## config.mk

```make
export PLATFORM = sky130hd
export DESIGN_NAME = rowreg_dram
export DESIGN_NICKNAME = d
export VERILOG_FILES = /design/src/rtl/rowreg_pkg.sv /design/src/rtl/rowreg_array.sv /design/src/rtl/rowreg_line.sv /design/src/rtl/rowreg_refresh.sv /design/src/rtl/rowreg_dram.sv
export SDC_FILE = /design/constraint.sdc
export NUM_CORES = 1
export LEC_CHECK = 0
export BUFFER_PORTS_ARGS = -buffer_cell sky130_fd_sc_hd__buf_2
export CORE_ASPECT_RATIO = 0.6
export CORE_MARGIN = 3
export CORE_UTILIZATION = 50
export CTS_BUF_LIST = sky130_fd_sc_hd__clkbuf_16
export CTS_CLUSTER_DIAMETER = 150
export DETAILED_ROUTE_END_ITERATION = 8
export PLACE_DENSITY = 0.75
export SLEW_MARGIN = 25
export SYNTH_ARGS = -nofsm -noshare
export SYNTH_HDL_FRONTEND = slang
export SYNTH_SLANG_ARGS = --single-unit
```

## constraint.sdc

```tcl
create_clock -name clk_i -period 2.8 [get_ports clk_i]
set_input_delay 0.42 -clock clk_i [delete_from_list [all_inputs] [get_ports clk_i]]
set_output_delay 0.42 -clock clk_i [all_outputs]
set_load 0.01 [all_outputs]
```

## src/rtl/rowreg_pkg.sv

```systemverilog
package rowreg_pkg;
  typedef enum logic [0:0] {ST_IDLE, ST_LOAD} rr_state_e;
endpackage

```

## src/rtl/rowreg_array.sv

```systemverilog
module rowreg_array #(
  parameter int ROW_W  = 3,
  parameter int COL_W  = 2,
  parameter int DATA_W = 8
) (
  input  logic                          clk_i,
  input  logic                          rst_ni,
  input  logic                          we_i,
  input  logic [ROW_W-1:0]              wr_row_i,
  input  logic [COL_W-1:0]              wr_col_i,
  input  logic [DATA_W-1:0]             wr_data_i,
  input  logic [ROW_W-1:0]              rd_row_i,
  output logic [(1<<COL_W)*DATA_W-1:0]  rd_line_o
);
  localparam int NUM_ROWS = 1 << ROW_W;
  localparam int NUM_COLS = 1 << COL_W;

  logic [DATA_W-1:0] mem_q [NUM_ROWS][NUM_COLS];

  for (genvar r = 0; r < NUM_ROWS; r++) begin : g_row
    for (genvar c = 0; c < NUM_COLS; c++) begin : g_col
      always_ff @(posedge clk_i or negedge rst_ni) begin
        if (!rst_ni) mem_q[r][c] <= '0;
        else if (we_i && wr_row_i == ROW_W'(r) && wr_col_i == COL_W'(c))
          mem_q[r][c] <= wr_data_i;
      end
    end
  end

  for (genvar c = 0; c < NUM_COLS; c++) begin : g_rd
    assign rd_line_o[c*DATA_W +: DATA_W] = mem_q[rd_row_i][c];
  end
endmodule

```

## src/rtl/rowreg_line.sv

```systemverilog
module rowreg_line #(
  parameter int ROW_W  = 3,
  parameter int COL_W  = 2,
  parameter int DATA_W = 8
) (
  input  logic                          clk_i,
  input  logic                          rst_ni,
  input  logic                          load_i,
  input  logic [ROW_W-1:0]              load_row_i,
  input  logic [(1<<COL_W)*DATA_W-1:0]  load_line_i,
  input  logic                          patch_i,
  input  logic [COL_W-1:0]              patch_col_i,
  input  logic [DATA_W-1:0]             patch_data_i,
  input  logic [ROW_W-1:0]              cmp_row_i,
  input  logic [COL_W-1:0]              sel_col_i,
  output logic                          hit_o,
  output logic [DATA_W-1:0]             word_o,
  output logic [ROW_W-1:0]              tag_o,
  output logic                          valid_o
);
  localparam int NUM_COLS = 1 << COL_W;

  logic [DATA_W-1:0] line_q [NUM_COLS];
  logic [ROW_W-1:0]  tag_q;
  logic              valid_q;

  always_ff @(posedge clk_i or negedge rst_ni) begin
    if (!rst_ni) begin
      tag_q   <= '0;
      valid_q <= 1'b0;
    end else if (load_i) begin
      tag_q   <= load_row_i;
      valid_q <= 1'b1;
    end
  end

  for (genvar c = 0; c < NUM_COLS; c++) begin : g_word
    always_ff @(posedge clk_i or negedge rst_ni) begin
      if (!rst_ni) line_q[c] <= '0;
      else if (load_i) line_q[c] <= load_line_i[c*DATA_W +: DATA_W];
      else if (patch_i && patch_col_i == COL_W'(c)) line_q[c] <= patch_data_i;
    end
  end

  assign hit_o   = valid_q && (tag_q == cmp_row_i);
  assign word_o  = line_q[sel_col_i];
  assign tag_o   = tag_q;
  assign valid_o = valid_q;
endmodule

```

## src/rtl/rowreg_refresh.sv

```systemverilog
module rowreg_refresh #(
  parameter int ROW_W   = 3,
  parameter int REF_INT = 64
) (
  input  logic             clk_i,
  input  logic             rst_ni,
  input  logic             busy_i,
  output logic             stb_o,
  output logic [ROW_W-1:0] row_o
);
  localparam int IW = (REF_INT > 2) ? $clog2(REF_INT) : 1;

  logic [IW-1:0]    tick_q;
  logic             tick, pend_q, issue;
  logic [ROW_W-1:0] ptr_q;

  assign tick  = (tick_q == IW'(REF_INT - 1));
  assign issue = pend_q && !busy_i;

  always_ff @(posedge clk_i or negedge rst_ni) begin
    if (!rst_ni) begin
      tick_q <= '0;
      pend_q <= 1'b0;
      ptr_q  <= '0;
      stb_o  <= 1'b0;
      row_o  <= '0;
    end else begin
      tick_q <= tick ? '0 : tick_q + 1'b1;
      pend_q <= (pend_q && !issue) || tick;
      stb_o  <= issue;
      if (issue) begin
        row_o <= ptr_q;
        ptr_q <= ptr_q + 1'b1;
      end
    end
  end
endmodule

```

## src/rtl/rowreg_dram.sv

```systemverilog
module rowreg_dram
  import rowreg_pkg::*;
#(
  parameter int ROW_W    = 3,
  parameter int COL_W    = 2,
  parameter int DATA_W   = 8,
  parameter int MISS_LAT = 3,   // >= 3: load on the next-to-last edge
  parameter int REF_INT  = 64
) (
  input  logic                    clk_i,
  input  logic                    rst_ni,
  input  logic                    req_i,
  input  logic                    we_i,
  input  logic [ROW_W+COL_W-1:0]  addr_i,
  input  logic [DATA_W-1:0]       wdata_i,
  output logic                    ready_o,
  output logic [DATA_W-1:0]       rdata_o,
  output logic                    ref_stb_o,
  output logic [ROW_W-1:0]        ref_row_o
);
  localparam int ADDR_W = ROW_W + COL_W;
  localparam int LINE_W = (1 << COL_W) * DATA_W;
  localparam int CNT_W  = $clog2(MISS_LAT + 1);

  rr_state_e         state_q;
  logic [CNT_W-1:0]  cnt_q;
  logic [ROW_W-1:0]  row_in, lat_row_q, held_tag;
  logic [COL_W-1:0]  col_in, lat_col_q, sel_col;
  logic [LINE_W-1:0] arr_line;
  logic [DATA_W-1:0] line_word, rdata_q;
  logic              ready_q, row_hit, held_valid;
  logic              start, wr_en, rd_hit, rd_miss, st_load, load_en, load_done, arr_busy;

  assign row_in    = addr_i[ADDR_W-1:COL_W];
  assign col_in    = addr_i[COL_W-1:0];
  assign st_load   = (state_q == ST_LOAD);
  assign start     = req_i && !ready_q && !st_load;
  assign wr_en     = start && we_i;
  assign rd_hit    = start && !we_i && row_hit;
  assign rd_miss   = start && !we_i && !row_hit;
  assign load_en   = st_load && (cnt_q == CNT_W'(MISS_LAT - 2));
  assign load_done = st_load && (cnt_q == CNT_W'(MISS_LAT - 1));
  assign sel_col   = st_load ? lat_col_q : col_in;
  assign arr_busy  = st_load || wr_en || rd_miss;

  always_ff @(posedge clk_i or negedge rst_ni) begin
    if (!rst_ni) begin
      state_q   <= ST_IDLE;
      cnt_q     <= '0;
      lat_row_q <= '0;
      lat_col_q <= '0;
      ready_q   <= 1'b0;
      rdata_q   <= '0;
    end else begin
      ready_q <= wr_en || rd_hit || load_done;
      if (rd_hit || load_done) rdata_q <= line_word;
      if (rd_miss) begin
        state_q   <= ST_LOAD;
        cnt_q     <= CNT_W'(1);
        lat_row_q <= row_in;
        lat_col_q <= col_in;
      end else if (st_load) begin
        cnt_q <= cnt_q + 1'b1;
        if (load_done) state_q <= ST_IDLE;
      end
    end
  end

  rowreg_array #(.ROW_W(ROW_W), .COL_W(COL_W), .DATA_W(DATA_W)) u_array (
    .clk_i     (clk_i),
    .rst_ni    (rst_ni),
    .we_i      (wr_en),
    .wr_row_i  (row_in),
    .wr_col_i  (col_in),
    .wr_data_i (wdata_i),
    .rd_row_i  (lat_row_q),
    .rd_line_o (arr_line)
  );

  rowreg_line #(.ROW_W(ROW_W), .COL_W(COL_W), .DATA_W(DATA_W)) u_line (
    .clk_i        (clk_i),
    .rst_ni       (rst_ni),
    .load_i       (load_en),
    .load_row_i   (lat_row_q),
    .load_line_i  (arr_line),
    .patch_i      (wr_en && row_hit),
    .patch_col_i  (col_in),
    .patch_data_i (wdata_i),
    .cmp_row_i    (row_in),
    .sel_col_i    (sel_col),
    .hit_o        (row_hit),
    .word_o       (line_word),
    .tag_o        (held_tag),
    .valid_o      (held_valid)
  );

  rowreg_refresh #(.ROW_W(ROW_W), .REF_INT(REF_INT)) u_refresh (
    .clk_i  (clk_i),
    .rst_ni (rst_ni),
    .busy_i (arr_busy),
    .stb_o  (ref_stb_o),
    .row_o  (ref_row_o)
  );

  assign ready_o = ready_q;
  assign rdata_o = rdata_q;
endmodule

```

==> results of run 1 <==
[stage by stage]
stage / utilization, % / instance area, um2 / hold WS [ps]
after global routing: 56.64 / 16500 / 267.8
after floorplan: - / 15010 / 124.4
after CTS: 56.64 / 16500 / 237.1
final: 56.64 / 16500 / 270.0
after global placement: 53.81 / 15680 / 458.6
after detailed placement: 53.81 / 15680 / 463.9
[cells by family after synthesis]
kind of cell / count (synthesis) / share of synthesized area, %
fa+ha+maj: 4 / 0.3334
mux: 373 / 33.26
buf+inv: 90 / 2.550
compound gates: 105 / 5.134
xor+xnor: 9 / 0.5251
flops: 323 / 53.84
simple gates: 98 / 4.351
[worst register-to-register path, cell delays in order, from the launching register on]
cell and delay, ps:
dfrtp_1 420, and4bb_2 680, nand3_2 290, nor2_2 520, mux2_2 400
[power by group]
group	leakage (uW)	internal [uW]	total [uW]	switching, uW
registers	0.00430	5700	6500	803
clock network	0.000431	1860	3580	1720
logic	0.00282	2210	4250	2040
[area by class of cell]
class                   instances  share of cell area [%]
flip-flops and latches        323                   49.03
clock buffers                  29                   4.399
repair buffers                 69                   3.231
well taps                     400                   3.034
clock inverters                21                  0.5233
inverters                       4                 0.09101
multi-input cells             589                   39.69
[worst max path at each step]
stage                 startpoint                             end  cells after the start
4_1_cts        ready_o$_DFF_PN0_  u_array.mem_q[194]$_DFFE_PN0P_                      4
2_1_floorplan  st_load$_DFF_PN0_          rdata_o[0]$_DFFE_PN0P_                      3
3_5_place_dp           addr_i[2]   u_array.mem_q[13]$_DFFE_PN0P_                      5
3_3_place_gp           addr_i[2]   u_array.mem_q[15]$_DFFE_PN0P_                      5
5_1_grt        st_load$_DFF_PN0_   u_array.mem_q[15]$_DFFE_PN0P_                      6
6_report       ready_o$_DFF_PN0_  u_array.mem_q[198]$_DFFE_PN0P_                      4
[cell usage in the layout, fill, tap and decap left out, types with 2 or more instances in the layout]
cell       count
clkinv_1       8
clkinv_2       6
nor2_1         7
nand2_1       24
a22oi_1       27
nor3_2         2
o21ai_0       19
nand3_1        4
ha_1           4
and4_1         2
buf_12         6
xnor2_1        5
mux2_2       268
nor2_2        12
a41oi_1       27
buf_2         28
o31ai_1       17
a211oi_1       5
dfrtp_2        2
dfrtp_1      320
xor2_1         4
a31oi_1        5
nand2b_1       6
mux2_4         4
nor3_4         3
nand4_1        6
nor2b_1        9
mux2i_1       28
clkbuf_16     29
nand3_2       13
inv_1         10
mux4_2        72
buf_4         33
[repair_timing]
item,in CTS,in global routing
hold buffers,1,0
setup buffers,0,0
hold endpoints to repair,74,0
[registers in the layout, indices dropped and copies added (netlist names)]
| register | count |
|---|---|
| u_refresh.stb_o | 1 |
| u_line.valid_o | 1 |
| u_refresh.tick_q | 6 |
| u_line.line_q | 32 |
| u_line.tag_o | 3 |
| ready_o | 1 |
| lat_row_q | 3 |
| u_refresh.pend_q | 1 |
| u_array.mem_q | 256 |
| u_refresh.row_o | 3 |
| st_load | 1 |
| u_refresh.ptr_q | 3 |
| rdata_o | 8 |
| lat_col_q | 2 |
| cnt_q | 2 |
[layer usage]
metal / up-vias / part of all wire [%] / wire, um
met1: 4849 / 47 / 16550
met5: - / 0 / 0
met4: 0 / 1.3 / 468
met2: 289 / 43 / 14990
li1: 3834 / - / -
met3: 31 / 8.2 / 2877
==> out/metrics.csv, run 1 <==
metric,value,unit
result of the run,"finished, final reports clean",
CTS-repair resized insts,0,
chip height,140.2,um
Tot GR Track Use,22.31,%
share of the synthesized area in the top cell type,53.84,%
total half-perimeter wirelength after legalization and detailed placement,22640,um
leading post-synthesis cells by cell area,"dfrtp_1, mux2_2, mux4_2",
final-stage net count,1037,
die extent in x,229.7,um
initial cell density of the core,51.54,%
pre-CTS worst setup slack,305.2,ps
Min-Delay Endpoint,lat_row_q[1]$_DFFE_PN0P_,
number of synthesized register bits,323,
Post-synth EDFFs,0,
Worst Path Arrival,2860,ps
total wire length,34900,um
layer with the highest usage after global routing,met1,
"Max stage delay cell, worst path",and4bb_2,
Post-Synthesis Net Count,1023,
setup slack after layout,391.8,ps
Max VDD drop,0.5065,mV
number of library cell types mapped by synthesis,48,
Detail Route Antenna Nets,0,
Hold WC Path Type,primary input to flip-flop,
clock latency reported for the late side of the worst-skew pair,560,ps
share of cells above drive strength 1,47.15,%
count of vias placed by the detailed router,9003,
top cell family by delay on the critical path,simple AND/OR/NAND/NOR gates,
Commonest cells post-synth,"dfrtp_1, mux2_2, mux4_2",
number of sinks handled by clock tree synthesis,323,
share of the clock period used by the worst path after layout,86.01,%
TritonCTS clock tree,yes,
FMAX,0.4152,GHz
final global-route overflow total,0,
number of antenna violations at the first check in global routing,1,
WL per Instance,24.32,um
deepest level of the CTS H-tree,1,
Yosys warning total,0,
worst stage delay on the critical path,680,ps
share of synthesized area occupied by flip-flops and latches,53.84,%
critical register-to-register path startpoint,ready_o$_DFF_PN0_,
detailed-route vias per instance,6.274,
post-layout power,14330,uW
CP cell instances,and4bb_2 -> nand3_2 -> nor2_2 -> mux2_2,
Synth-to-Final Area Change,9.893,%
detailed-routing iteration count for the pre-antenna-repair pass,5,
placed instance count,1384,
type of origin of the critical path,flip-flop,
synthesized area divided by synthesized cell count,14.98,um2
first-pass GRT wire length,56110,um
hold path depth,2,
number of violations of the max-capacitance limit,0,
max-slew violation count,0,
critical setup path kind,flip-flop to flip-flop,
# fillers,2280,
cell type with the highest aggregate area in the netlist,dfrtp_1,
final-layout setup total negative slack,0,ps
number of clock buffers inserted by TritonCTS,29,
headroom to the max-slew limit,37.29,%
Leak,0.007553,uW
Slew @ Worst Pin,940.7,ps
number of placement rows,48,
Residual DRC,0,
beginning of the worst hold path,addr_i[3],
number of buffer and inverter stages on the critical path,0,
Die Area,0.03221,mm2
RSZ-0062 raised after global routing,false,
capture point of the worst reg-to-reg path,u_array.mem_q[198]$_DFFE_PN0P_,
largest net degree at the start of global routing,81,
area of combinational cells with multiple inputs,0.006548,mm2
met3 track demand over resource in global routing,5.996,%
slack of the worst reg-to-reg path,390,ps
number of buffers added on ports,29,
number of instances in the synthesized netlist,1002,
library cell used as clock root buffer,clkbuf_16,
ys async rst share,100.0,%
post-synth design cell area,0.01501,mm2
hold violation total from the final report,0,
n_diodes,0,
power density cells,868.5,mW/mm2
initial detailed-routing violation count,799,
Worst Skew,20.89,ps
met1 usage,35.48,%
most frequently used flop master after synthesis,dfrtp_1,
via count of the first global-routing pass,9203,
biggest fanout along the worst timing path,18,
filler-free cell count of the finished design,1435,
Critical Path End Type,flip-flop,
"Setup violations, final",0,
area inside the core boundary,0.02913,mm2
clock slew seen by the registers of the worst setup and hold paths,70,ps
most used standard cell by instance count after synthesis,dfrtp_1,
worst reg2reg path depth,4,
number of primary I/O pins,30,
met2 GRT Util,31.14,%
FF/Latch Area,0.008089,mm2
final period demand of the worst path,2408,ps
buffer levels on the longest clock path,3,
GP Congestion,0.8880,
required time worst endpoint,3250,ps
No activity file was read; power rests on OpenSTA's default activity.
==> run 2: changes to the inputs <==
--- a/config.mk
+++ b/config.mk
@@ -5,6 +5,7 @@
 export SDC_FILE = /design/constraint.sdc
 export NUM_CORES = 1
 export LEC_CHECK = 0
+export ABC_AREA = 1
 export BUFFER_PORTS_ARGS = -buffer_cell sky130_fd_sc_hd__buf_2
 export CORE_ASPECT_RATIO = 0.6
 export CORE_MARGIN = 3
==> run 2 against run 1 <==
Core utilization fell by 0.66 points; worst hold slack got worse by 95 ps; critical path depth rose by 3; count of clock-buffer cells in the layout rose by 2; largest cell class unchanged; global-route usage rose by 3.4 points; clock power rose by 8.1%; synthesized cell count rose by 89%; highest routed layer unchanged; largest power group unchanged; critical path type unchanged.
==> out/metrics.csv, run 2 <==
metric,value,unit
Commonest cells post-synth,"nand2_1, dfrtp_1, o21ai_0",
layer with the highest usage after global routing,met1,
Critical Path End Type,flip-flop,
n_diodes,0,
WL per Instance,17.93,um
number of library cell types mapped by synthesis,25,
FMAX,0.4740,GHz
most frequently used flop master after synthesis,dfrtp_1,
pre-CTS worst setup slack,742.6,ps
leading post-synthesis cells by cell area,"dfrtp_1, nand2_1, o21ai_0",
count of vias placed by the detailed router,12697,
area of combinational cells with multiple inputs,0.006190,mm2
Min-Delay Endpoint,ready_o$_DFF_PN0_,
clock latency reported for the late side of the worst-skew pair,570,ps
type of origin of the critical path,flip-flop,
share of synthesized area occupied by flip-flops and latches,53.57,%
biggest fanout along the worst timing path,32,
number of synthesized register bits,323,
largest net degree at the start of global routing,130,
"top library cells by usage in the layout, fill and taps aside","nand2_1, dfrtp_1, o21ai_0",
"commonest non-fill, non-tap cell in the layout",nand2_1,
Worst Skew,12.56,ps
Slew @ Worst Pin,946.2,ps
Leak,0.008070,uW
final global-route overflow total,0,
slack of the worst reg-to-reg path,690,ps
number of antenna violations at the first check in global routing,0,
Synth-to-Final Area Change,8.525,%
share of cells above drive strength 1,8.329,%
met2 GRT Util,36.48,%
"Max stage delay cell, worst path",dfrtp_1,
Residual DRC,0,
CP cell instances,inv_1 -> nand2_1 -> nand2_1 -> o211ai_1 -> nand2_1 -> nand2_1 -> nand2_1,
final-layout setup total negative slack,0,ps
number of flip-flops in the largest register,256,
most used standard cell by instance count after synthesis,nand2_1,
worst reg2reg path depth,7,
RSZ-0062 raised after global routing,false,
clock slew seen by the registers of the worst setup and hold paths,70,ps
result of the run,"finished, final reports clean",
headroom to the max-slew limit,36.77,%
"Setup violations, final",0,
setup slack after layout,690.4,ps
final-stage net count,1887,
deepest level of the CTS H-tree,1,
critical register-to-register path startpoint,st_load$_DFF_PN0_,
die extent in x,230.3,um
share of the synthesized area in the top cell type,53.57,%
met1 usage,39.05,%
share of the clock period used by the worst path after layout,75.34,%
number of placement rows,48,
GP Congestion,0.9857,
number of primary I/O pins,30,
cell occurring most often along the worst timing path,nand2_1,
Detail Route Antenna Nets,0,
buffer levels on the longest clock path,3,
Hold WC Path Type,primary input to flip-flop,
number of instances in the synthesized netlist,1892,
# fillers,2707,
Worst Path Arrival,2570,ps
post-synth design cell area,0.01509,mm2
Post-Synthesis Net Count,1913,
max-slew violation count,0,
largest register by flop count,u_array.mem_q,
detailed-routing iteration count for the pre-antenna-repair pass,5,
beginning of the worst hold path,req_i,
final period demand of the worst path,2110,ps
capture point of the worst reg-to-reg path,rdata_o[0]$_DFFE_PN0P_,
required time worst endpoint,3260,ps
hold path depth,3,
ys async rst share,100.0,%
initial cell density of the core,51.58,%
met3 track demand over resource in global routing,6.646,%
Post-synth EDFFs,0,
Max VDD drop,0.5753,mV
Yosys warning total,0,
hold violation total from the final report,0,
detailed-route vias per instance,5.557,
TritonCTS clock tree,yes,
via count of the first global-routing pass,11958,
FF/Latch Area,0.008088,mm2
library cell used as clock root buffer,clkbuf_16,
total half-perimeter wirelength after legalization and detailed placement,26110,um
number of clock buffers inserted by TritonCTS,30,
Tot GR Track Use,25.73,%
number of buffers added on ports,29,
number of violations of the max-capacitance limit,0,
total wire length,40970,um
chip height,140.6,um
area inside the core boundary,0.02925,mm2
number of sinks handled by clock tree synthesis,323,
Die Area,0.03236,mm2
worst stage delay on the critical path,540,ps
first-pass GRT wire length,66230,um
critical setup path kind,flip-flop to flip-flop,
synthesized area divided by synthesized cell count,7.974,um2
power density cells,867.2,mW/mm2
initial detailed-routing violation count,1636,
cell type with the highest aggregate area in the netlist,dfrtp_1,
-- run 2: metrics by stage --
stage          util, %  cell area, um2  hold slack, ps  power (uW)  std cells
6_report         55.98           16370           175.1       14200       2285
5_1_grt          55.98           16370           203.8       15030       2285
4_1_cts          55.98           16370           162.1       14190       2285
3_5_place_dp     52.87           15460           425.5       10320       2233
3_3_place_gp     52.87           15460           420.5       10210       2233
2_1_floorplan        -           15090           124.4        8902       1892
-- run 2: report_power, final --
part | switching, uW | internal [uW] | leakage, uW
registers | 572 | 5590 | 0.00434
logic | 2900 | 1260 | 0.00327
clock network | 1790 | 2080 | 0.000460
-- run 2: timing repair --
item                                   in CTS  in global routing
hold buffers                                1                  0
endpoints found under the hold margin      65                  0
setup buffers                               0                  0
resized for setup                           0                  0
-- run 2: layout make-up --
| class | instances | share of cell area, % |
|---|---|---|
| clock buffers | 31 | 4.738 |
| clock inverters | 20 | 0.7565 |
| inverters | 46 | 1.070 |
| multi-input cells | 1406 | 37.80 |
| flip-flops and latches | 323 | 49.40 |
| well taps | 400 | 3.057 |
| repair buffers | 59 | 3.179 |
-- run 2: worst max-delay path: cells and delay by family, from the launching register on --
kind,cells,cell delay (ps)
AOI/OAI and AO/OA,1,450
DFF,1,540
and+or+nand+nor,5,850
buffers and inverters,1,150
-- run 2: how the worst max path moves through the flow --
stage	from	end	slack (ps)	cells after the start
2_1_floorplan	st_load$_DFF_PN0_	u_array.mem_q[223]$_DFFE_PN0P_	1190	10
3_3_place_gp	addr_i[0]	u_line.line_q[31]$_DFFE_PN0P_	770	6
3_5_place_dp	addr_i[0]	u_line.line_q[18]$_DFFE_PN0P_	740	7
4_1_cts	st_load$_DFF_PN0_	rdata_o[0]$_DFFE_PN0P_	740	7
5_1_grt	st_load$_DFF_PN0_	rdata_o[0]$_DFFE_PN0P_	460	7
6_report	st_load$_DFF_PN0_	rdata_o[0]$_DFFE_PN0P_	690	7
-- run 2: logic make-up (layout without fill, tap and decap cells) --
kind of cell	Yosys count	after routing	synth area share, %
and+or+nand+nor	1104	1104	30.49
DFF	323	323	53.57
AOI/OAI and AO/OA	294	294	9.935
buffers and inverters	163	156	5.432
adders and majority gates	4	4	0.3317
xor gates and xnor gates	4	4	0.2323
-- run 2: metal layers --
layer  share of wire [%]  wire length, um  up-vias
li1                    -                -     6017
met1                  45            18460     6031
met2                  42            17230      571
met3                  11             4361       78
met4                 2.3              928        0
met5                   0                0        -
==> run 3: changes to the inputs <==
--- a/config.mk
+++ b/config.mk
@@ -5,7 +5,7 @@
 export SDC_FILE = /design/constraint.sdc
 export NUM_CORES = 1
 export LEC_CHECK = 0
-export ABC_AREA = 1
+export ABC_AREA = 0
 export BUFFER_PORTS_ARGS = -buffer_cell sky130_fd_sc_hd__buf_2
 export CORE_ASPECT_RATIO = 0.6
 export CORE_MARGIN = 3
@@ -13,7 +13,7 @@
 export CTS_BUF_LIST = sky130_fd_sc_hd__clkbuf_16
 export CTS_CLUSTER_DIAMETER = 150
 export DETAILED_ROUTE_END_ITERATION = 8
-export PLACE_DENSITY = 0.75
+export PLACE_DENSITY = 0.77
 export SLEW_MARGIN = 25
 export SYNTH_ARGS = -nofsm -noshare
 export SYNTH_HDL_FRONTEND = slang
==> constraint.sdc (replaced) <==
create_clock -name clk_i -period 1.8 [get_ports clk_i]
set_input_delay 0.27 -clock clk_i [delete_from_list [all_inputs] [get_ports clk_i]]
set_output_delay 0.27 -clock clk_i [all_outputs]
set_load 0.01 [all_outputs]
==> run 3 against run 2 <==
The flow now finishes with violations (setup timing); clock skew grew 6.3 ps; via count shrank 24%; largest cell class unchanged; combinational power grew 130%; total power grew 78%; global-route usage shrank 1.4 points; critical path type unchanged; maximum frequency grew 5.7%; register-to-register slack lost 890 ps.
==> out/metrics.csv, run 3 (synthesized netlist as in run 1, its figures left out) <==
metric,value,unit
Detail Route Antenna Nets,0,
"top library cells by usage in the layout, fill and taps aside","dfrtp_1, mux2_4, mux2_2",
detailed-route vias per instance,6.289,
"Max stage delay cell, worst path",and4bb_4,
RSZ-0062 raised after global routing,true,
# fillers,2009,
type of origin of the critical path,flip-flop,
Residual DRC,0,
Slew @ Worst Pin,695.9,ps
worst reg2reg path depth,7,
number of sinks handled by clock tree synthesis,323,
Worst Path Arrival,2450,ps
max-slew violation count,0,
critical setup path kind,flip-flop to flip-flop,
final global-route overflow total,0,
capture point of the worst reg-to-reg path,u_array.mem_q[203]$_DFFE_PN0P_,
clock latency reported for the late side of the worst-skew pair,570,ps
Tot GR Track Use,24.32,%
initial cell density of the core,51.54,%
hold violation total from the final report,0,
"commonest non-fill, non-tap cell in the layout",dfrtp_1,
Max VDD drop,0.7413,mV
critical register-to-register path startpoint,st_load$_DFF_PN0_,
violated checks,setup timing,
total half-perimeter wirelength after legalization and detailed placement,24880,um
number of placement rows,48,
final period demand of the worst path,1995,ps
detailed-routing iteration count for the pre-antenna-repair pass,8,
number of violations of the max-capacitance limit,0,
Hold WC Path Type,primary input to flip-flop,
buffer levels on the longest clock path,3,
number of clock buffers inserted by TritonCTS,29,
required time worst endpoint,2260,ps
final-stage net count,1139,
power density cells,1348,mW/mm2
GP Congestion,0.8730,
slack of the worst reg-to-reg path,-200,ps
area inside the core boundary,0.02913,mm2
chip height,140.2,um
Die Area,0.03221,mm2
number of primary I/O pins,30,
Min-Delay Endpoint,lat_col_q[0]$_DFFE_PN0P_,
biggest fanout along the worst timing path,8,
"Setup violations, final",174,
n_diodes,0,
Critical Path End Type,flip-flop,
Leak,0.008471,uW
number of buffers added on ports,29,
via count of the first global-routing pass,9951,
library cell used as clock root buffer,clkbuf_16,
largest net degree at the start of global routing,59,
number of antenna violations at the first check in global routing,1,
setup slack after layout,-195.3,ps
number of flip-flops in the largest register,256,
hold path depth,2,
WL per Instance,25.61,um
share of the clock period used by the worst path after layout,110.8,%
initial detailed-routing violation count,933,
total wire length,39370,um
result of the run,"complete, but fails checks",
Synth-to-Final Area Change,25.21,%
headroom to the max-slew limit,53.61,%
deepest level of the CTS H-tree,1,
clock slew seen by the registers of the worst setup and hold paths,60,ps
post-layout power,25340,uW
filler-free cell count of the finished design,1537,
TritonCTS clock tree,yes,
placed instance count,1456,
worst stage delay on the critical path,480,ps
largest register by flop count,u_array.mem_q,
count of vias placed by the detailed router,9666,
beginning of the worst hold path,addr_i[0],
CP cell instances,and4bb_4 -> buf_6 -> nand3_4 -> buf_4 -> nor2_4 -> buf_12 -> mux2_4,
Worst Skew,18.83,ps
share of cells above drive strength 1,55.67,%
FMAX,0.5012,GHz
first-pass GRT wire length,60920,um
die extent in x,229.7,um
==> run 3: power breakdown <==
| part | switching, uW | internal (uW) | total [uW] |
|---|---|---|---|
| clock | 2750 | 3200 | 5950 |
| sequential | 1150 | 8870 | 10000 |
| combinational | 4090 | 5280 | 9370 |
==> run 3: how the worst max path moves through the flow <==
| stage | from | to | slack, ps | cells past startpoint |
|---|---|---|---|---|
| final | st_load$_DFF_PN0_ | u_array.mem_q[203]$_DFFE_PN0P_ | -200 | 7 |
| after global routing | st_load$_DFF_PN0_ | u_array.mem_q[236]$_DFFE_PN0P_ | -240 | 6 |
| after detailed placement | st_load$_DFF_PN0_ | u_array.mem_q[194]$_DFFE_PN0P_ | -200 | 5 |
| after floorplan | st_load$_DFF_PN0_ | u_array.mem_q[128]$_DFFE_PN0P_ | -50 | 5 |
| after global placement | lat_row_q[0]$_DFFE_PN0P_ | u_line.line_q[4]$_DFFE_PN0P_ | -190 | 5 |
| after CTS | lat_row_q[0]$_DFFE_PN0P_ | u_line.line_q[4]$_DFFE_PN0P_ | -110 | 7 |
==> run 3: what timing repair did <==
action                                  in CTS  in global routing
pin swaps                                   14                 24
resized for setup                          130                127
hold buffers                                 1                  0
setup buffers                               19                  9
endpoints found under the setup margin     302                307
endpoints found under the hold margin       46                  0
cloned                                       4                  0
==> run 3: area by class of cell <==
type | count | area (um2) | area share (%)
Clock buffer | 29 | 725.7 | 3.861
Clock inverter | 21 | 150.1 | 0.7988
Inverter | 4 | 15.01 | 0.07988
Multi-Input combinational cell | 589 | 7478 | 39.79
Sequential cell | 323 | 8089 | 43.03
Tap cell | 400 | 500.5 | 2.663
Timing Repair Buffer | 171 | 1838 | 9.778
==> run 3: critical path: cells and delay by family, from the launching register on <==
kind | cells | cell delay [ps]
AND/OR/NAND/NOR | 3 | 680
buffers and inverters | 3 | 470
flip-flops | 1 | 410
multiplexers | 1 | 300
==> run 3: through the flow <==
stage               setup WS, ps  util, %  instance area (um2)  TNS, ps  hold WS, ps
CTS                       -112.4    62.62                18240   -10050        102.3
finish                    -195.3    64.53                18800   -14260        127.9
global route              -237.9    64.53                18800   -22080        150.6
floorplan                 -53.87        -                15040    -3794       -25.59
global placement          -185.8    56.83                16550   -21680        226.6
detailed placement        -203.6    56.83                16550   -33550        231.6
==> run 3: layer usage <==
metal | share of wire [%] | wire, um | GRT usage, %
met1 | 47 | 18560 | 38.24
met2 | 43 | 17050 | 34.54
met3 | 8.0 | 3161 | 6.077
met4 | 1.5 | 596 | 4.587
met5 | 0 | 0 | 0
